File: config.mk
export PLATFORM = sky130hd
export DESIGN_NAME = gpio_tri_port
export DESIGN_NICKNAME = d
export VERILOG_FILES = /design/src/rtl/gpio_pkg.sv /design/src/rtl/gpio_pin_sync.sv /design/src/rtl/gpio_regfile.sv /design/src/rtl/gpio_read_fsm.sv /design/src/rtl/gpio_tri_port.sv
export SDC_FILE = /design/constraint.sdc
export NUM_CORES = 1
export LEC_CHECK = 0
export BUFFER_PORTS_ARGS = -buffer_cell sky130_fd_sc_hd__buf_2
export CAP_MARGIN = 10
export CORE_MARGIN = 2
export CORE_UTILIZATION = 44
export CTS_CLUSTER_SIZE = 8
export DETAILED_ROUTE_END_ITERATION = 8
export GPL_ROUTABILITY_DRIVEN = 0
export MAX_ROUTING_LAYER = met4
export PLACE_DENSITY = 0.8
export SETUP_SLACK_MARGIN = 0.15
export SLEW_MARGIN = 20
export SYNTH_ARGS = -nofsm -noshare
export SYNTH_HDL_FRONTEND = slang
export SYNTH_SLANG_ARGS = --single-unit
export TNS_END_PERCENT = 10
File: constraint.sdc
create_clock -name clk -period 3.2 [get_ports clk]
set_input_delay 0.48 -clock clk [delete_from_list [all_inputs] [get_ports clk]]
set_output_delay 0.48 -clock clk [all_outputs]
set_load 0.01 [all_outputs]
File: src/rtl/gpio_pkg.sv
package gpio_pkg;
    localparam int unsigned PORT_W = 3;
    localparam int unsigned BUS_W  = 8;
    localparam int unsigned ADR_W  = 3;

    typedef enum logic [ADR_W-1:0] {
        ADR_PINS  = 3'd0,
        ADR_LATCH = 3'd1,
        ADR_DIR   = 3'd2,
        ADR_ANSEL = 3'd3
    } reg_addr_e;

    typedef enum logic {
        RD_IDLE = 1'b0,
        RD_RESP = 1'b1
    } rd_state_e;
endpackage

File: src/rtl/gpio_pin_sync.sv
module gpio_pin_sync #(
    parameter int unsigned WIDTH  = 3,
    parameter int unsigned STAGES = 2
) (
    input  logic             clk,
    input  logic             rst_n,
    input  logic [WIDTH-1:0] d_async,
    output logic [WIDTH-1:0] q_sync
);
    logic [WIDTH-1:0] chain [STAGES];

    generate
        for (genvar s = 0; s < STAGES; s++) begin : g_stage
            if (s == 0) begin : g_first
                always_ff @(posedge clk or negedge rst_n) begin
                    if (!rst_n) chain[0] <= '0;
                    else        chain[0] <= d_async;
                end
            end else begin : g_next
                always_ff @(posedge clk or negedge rst_n) begin
                    if (!rst_n) chain[s] <= '0;
                    else        chain[s] <= chain[s-1];
                end
            end
        end
    endgenerate

    assign q_sync = chain[STAGES-1];
endmodule

File: src/rtl/gpio_regfile.sv
module gpio_regfile
    import gpio_pkg::*;
#(
    parameter int unsigned WIDTH = PORT_W
) (
    input  logic             clk,
    input  logic             rst_n,
    input  logic [ADR_W-1:0] addr,
    input  logic             wr_en,
    input  logic [WIDTH-1:0] wdata,
    output logic [WIDTH-1:0] latch_q,
    output logic [WIDTH-1:0] dir_q,
    output logic [WIDTH-1:0] ansel_q
);
    logic wr_latch, wr_dir, wr_ansel;

    always_comb begin
        wr_latch = 1'b0;
        wr_dir   = 1'b0;
        wr_ansel = 1'b0;
        if (wr_en) begin
            unique case (addr)
                ADR_PINS, ADR_LATCH: wr_latch = 1'b1;
                ADR_DIR:             wr_dir   = 1'b1;
                ADR_ANSEL:           wr_ansel = 1'b1;
                default: ;
            endcase
        end
    end

    always_ff @(posedge clk or negedge rst_n) begin
        if (!rst_n) begin
            latch_q <= '0;
            dir_q   <= '1;
            ansel_q <= '1;
        end else begin
            if (wr_latch) latch_q <= wdata;
            if (wr_dir)   dir_q   <= wdata;
            if (wr_ansel) ansel_q <= wdata;
        end
    end

    // addresses above the map leave every register untouched
    p_unmapped_write_ignored_r8: assert property (@(posedge clk) disable iff (!rst_n)
        (wr_en && addr > ADR_ANSEL) |=> ($stable(latch_q) && $stable(dir_q) && $stable(ansel_q)));

    // a direction write is reflected next cycle
    p_dir_write_r10: assert property (@(posedge clk) disable iff (!rst_n)
        (wr_en && addr == ADR_DIR) |=> dir_q == $past(wdata));
endmodule

File: src/rtl/gpio_read_fsm.sv
module gpio_read_fsm
    import gpio_pkg::*;
#(
    parameter int unsigned WIDTH = PORT_W,
    parameter int unsigned DW    = BUS_W
) (
    input  logic             clk,
    input  logic             rst_n,
    input  logic             rd_en,
    input  logic [ADR_W-1:0] addr,
    input  logic [WIDTH-1:0] pins_sync,
    input  logic [WIDTH-1:0] latch_q,
    input  logic [WIDTH-1:0] dir_q,
    input  logic [WIDTH-1:0] ansel_q,
    output logic [DW-1:0]    rdata,
    output logic             rvalid
);
    localparam int unsigned PAD_W = DW - WIDTH;

    rd_state_e        state_q, state_d;
    logic [WIDTH-1:0] sel_word;
    logic [DW-1:0]    rdata_q;

    always_comb begin
        unique case (addr)
            ADR_PINS:  sel_word = pins_sync & ~ansel_q;
            ADR_LATCH: sel_word = latch_q;
            ADR_DIR:   sel_word = dir_q;
            ADR_ANSEL: sel_word = ansel_q;
            default:   sel_word = '0;
        endcase
    end

    always_comb begin
        unique case (state_q)
            RD_IDLE: state_d = rd_en ? RD_RESP : RD_IDLE;
            RD_RESP: state_d = rd_en ? RD_RESP : RD_IDLE;
            default: state_d = RD_IDLE;
        endcase
    end

    always_ff @(posedge clk or negedge rst_n) begin
        if (!rst_n) state_q <= RD_IDLE;
        else        state_q <= state_d;
    end

    always_ff @(posedge clk or negedge rst_n) begin
        if (!rst_n)     rdata_q <= '0;
        else if (rd_en) rdata_q <= {{PAD_W{1'b0}}, sel_word};
    end

    assign rvalid = (state_q == RD_RESP);
    assign rdata  = rdata_q;

    // response follows every strobe, and only strobes
    p_resp_after_read_r9: assert property (@(posedge clk) disable iff (!rst_n)
        rd_en |=> rvalid);
    p_no_spurious_resp_r9: assert property (@(posedge clk) disable iff (!rst_n)
        !rd_en |=> !rvalid);
    // upper data bits stay clear
    p_upper_zero_r8: assert property (@(posedge clk) disable iff (!rst_n)
        rvalid |-> rdata[DW-1:WIDTH] == '0);
    // analog pins never read as 1 through the pin register
    p_analog_masked_r6: assert property (@(posedge clk) disable iff (!rst_n)
        (rd_en && addr == ADR_PINS) |=> (rdata[WIDTH-1:0] & $past(ansel_q)) == '0);
endmodule

File: src/rtl/gpio_tri_port.sv
module gpio_tri_port
    import gpio_pkg::*;
#(
    parameter int unsigned WIDTH       = PORT_W,
    parameter int unsigned DW          = BUS_W,
    parameter int unsigned SYNC_STAGES = 2
) (
    input  logic             clk,
    input  logic             rst_n,
    input  logic [ADR_W-1:0] addr,
    input  logic             wr_en,
    input  logic             rd_en,
    input  logic [DW-1:0]    wdata,
    output logic [DW-1:0]    rdata,
    output logic             rvalid,
    input  logic [WIDTH-1:0] pin_in,
    output logic [WIDTH-1:0] pin_out,
    output logic [WIDTH-1:0] pin_oe
);
    logic [WIDTH-1:0] pins_sync, latch_q, dir_q, ansel_q;
    logic             unused_wdata_hi;

    assign unused_wdata_hi = ^wdata[DW-1:WIDTH];

    gpio_pin_sync #(.WIDTH(WIDTH), .STAGES(SYNC_STAGES)) u_sync (
        .clk(clk), .rst_n(rst_n), .d_async(pin_in), .q_sync(pins_sync)
    );

    gpio_regfile #(.WIDTH(WIDTH)) u_regs (
        .clk(clk), .rst_n(rst_n), .addr(addr), .wr_en(wr_en),
        .wdata(wdata[WIDTH-1:0]), .latch_q(latch_q), .dir_q(dir_q), .ansel_q(ansel_q)
    );

    gpio_read_fsm #(.WIDTH(WIDTH), .DW(DW)) u_rd (
        .clk(clk), .rst_n(rst_n), .rd_en(rd_en), .addr(addr),
        .pins_sync(pins_sync), .latch_q(latch_q), .dir_q(dir_q), .ansel_q(ansel_q),
        .rdata(rdata), .rvalid(rvalid)
    );

    assign pin_out = latch_q;
    assign pin_oe  = ~dir_q;

    // both latch aliases load the driven value
    p_latch_alias_r5: assert property (@(posedge clk) disable iff (!rst_n)
        (wr_en && (addr == ADR_PINS || addr == ADR_LATCH)) |=> pin_out == $past(wdata[WIDTH-1:0]));
    // drivers change only through a direction write
    p_oe_only_by_dir_r7: assert property (@(posedge clk) disable iff (!rst_n)
        !(wr_en && addr == ADR_DIR) |=> $stable(pin_oe));
    // a direction write sets enables to its inverse
    p_oe_from_dir_r2: assert property (@(posedge clk) disable iff (!rst_n)
        (wr_en && addr == ADR_DIR) |=> pin_oe == ~$past(wdata[WIDTH-1:0]));
endmodule

==> impl_metrics.ini <==
[cells_and_area]
fillers = 169
mostFrequentLayoutCells = buf_2, dfrtp_1, mux2_2
finalNetCount = 102
synthToLayoutAreaGrowth_pct = 16.88
drive_above_1_share = 0.5301
antennaDiodeCount = 0
fin_util = 0.5420
fin_area_um2 = 935.9
layout_commonest_cell = buf_2

[global_routing]
antenna_found_initial = 0
grt_overflow = 0
grt_usage = 0.1453
grt_pass1_vias = 502
grt_max_degree = 20
grt_pass1_wl_um = 2104

[routing]
drc = 0
drt_first_pass_iters = 4
wl_per_cell_um = 11.59
drt_iter0_drc = 6
drt-total-wl_um = 1252
post_drt_via_cell_ratio = 4.722
ant_nets = 0
vias = 510

[die]
row_count = 15
core_area_mm2 = 0.001727
io_pins = 33
dieArea_mm2 = 0.002177
die_w_um = 46.66
die_y_um = 46.66
start_util = 0.4638

[placed_design]
dpl_cell_area_um2 = 908.4
dp_hpwl_um = 1021
place.port_buffers = 22

[critical_path]
r2r_slack_ns = 1.84
startpoint_type = flop
worst-setup-path-type = flop to output pin
required_ns = 2.72
crit_fanout = 2
arrival_ns = 1.01
critPathCaptureType = output pin

[clock_tree]
clk_pin_slew_ns = 0.10
cts_tree = yes
hold_buffers = 0
post_cts_resized = 0
insertion_delay_ns = 0.29
numCtsBuffers = 3
cts_buffer_depth = 2
cts_setup_buffers = 0
htree_levels = 1
cts_root_buf = clkbuf_4
clock-sinks = 19

[power]
ir_drop_mv = 0.3188
power_leakage_nw = 0.4407
power_density_mw_per_mm2 = 552.8

[yosys]
ys_types = 17
yosysWarnings = 0
avgSynthCellArea_um2 = 13.57
synth-seq-cells = 19
synth_seq_area_share = 0.6031
syn_inst = 59
netlist_area_um2 = 800.8

[timing]
rsz0062_at_grt = false
final.min_clock_period_ns = 1.487
hold_violations = 0
finalMaxSlewViolations = 0
setup_viol = 0
skew_ns = 0.006077
fmax_ghz = 0.6726
fin_crit_sh = 0.4646
whs_ns = 0.09896
finalSetupTns_ns = 0

[run]
maxCapViolCount = 0

[run_status]
status = completed

[min_path]
hp-class = input pin to asynchronous set/reset pin
==> cell families after synthesis <==
logic type / Yosys count / share of synthesized area
flops: 19 / 0.6031
mux: 12 / 0.1641
compound gates: 9 / 0.07031
simple gates: 9 / 0.08282
buf+inv: 9 / 0.07500
other cells: 1 / 0.004683
==> power by group <==
part | switching (W) | total, W | internal [W]
Combinational | 0.0000506 | 0.000100 | 0.0000496
Clock | 0.0000673 | 0.000114 | 0.0000464
Sequential | 0.0000184 | 0.000303 | 0.000285
==> cell usage after synthesis (all sizes together) <==
cell type | number | area share
dfrtp | 13 | 0.41
or3b | 3 | 0.033
a21oi | 3 | 0.019
buf | 6 | 0.061
and4bb | 1 | 0.016
o21ai | 3 | 0.019
mux2 | 9 | 0.13
inv | 3 | 0.014
nor3b | 1 | 0.0094
a221oi | 3 | 0.033
nand4b | 1 | 0.011
nand2 | 3 | 0.014
dfstp | 6 | 0.20
mux2i | 3 | 0.038
conb | 1 | 0.0047
==> flip-flops by register name (all words and copies together) (netlist names) <==
| signal | count |
|---|---|
| u_regs.ansel_q | 3 |
| u_rd.rdata | 3 |
| u_regs.dir_q | 3 |
| u_sync.q_sync | 3 |
| u_sync.chain | 3 |
| u_regs.latch_q | 3 |
| u_rd.rvalid | 1 |
==> routing by layer <==
layer  share of wire  vias up  track usage
li1                -      245            -
met1            0.43      246       0.1717
met2            0.51       19       0.2500
met3           0.066        0      0.02353
met4               0        0      0.05000
met5               0        -            -
==> critical path, cell delays in order, from the launching register on <==
cell	delay, ns
dfstp_2	0.55
inv_1	0.05
buf_2	0.13
==> layout make-up <==
cell class	instances	area [um2]	share of cell area
sequential	19	483.0	0.5160
tap	25	31.28	0.03342
multi-input combinational	35	272.8	0.2914
clock inverter	1	5.005	0.005348
clock buffer	3	22.52	0.02406
timing repair buffer	22	110.1	0.1176
inverter	3	11.26	0.01203
==> worst paths after layout <==
| path | to | from | cells after the start |
|---|---|---|---|
| setup / recovery | pin_oe[0] | u_regs.dir_q[0]$_DFFE_PN1P_ | 2 |
| hold reg to reg | u_sync.q_sync[1]$_DFF_PN0_ | u_sync.chain[4]$_DFF_PN0_ | 0 |
| setup reg to reg | u_rd.rdata[0]$_DFFE_PN0P_ | u_regs.ansel_q[0]$_DFFE_PN1P_ | 3 |
| min in group clk | u_sync.chain[5]$_DFF_PN0_ | pin_in[2] | 1 |
| max in group asynchronous | u_regs.dir_q[1]$_DFFE_PN1P_ | rst_n | 1 |
| hold / removal | u_regs.latch_q[2]$_DFFE_PN0P_ | rst_n | 1 |
==> stage by stage <==
step	power (W)	setup slack (ns)	cells
2_1_floorplan	0.0003679	1.786	63
3_3_place_gp	0.0004045	1.532	104
3_5_place_dp	0.0004104	1.482	104
4_1_cts	0.0005237	1.702	108
5_1_grt	0.0005493	1.674	108
6_report	0.0005174	1.713	108
(Power assumes the default switching activity.)
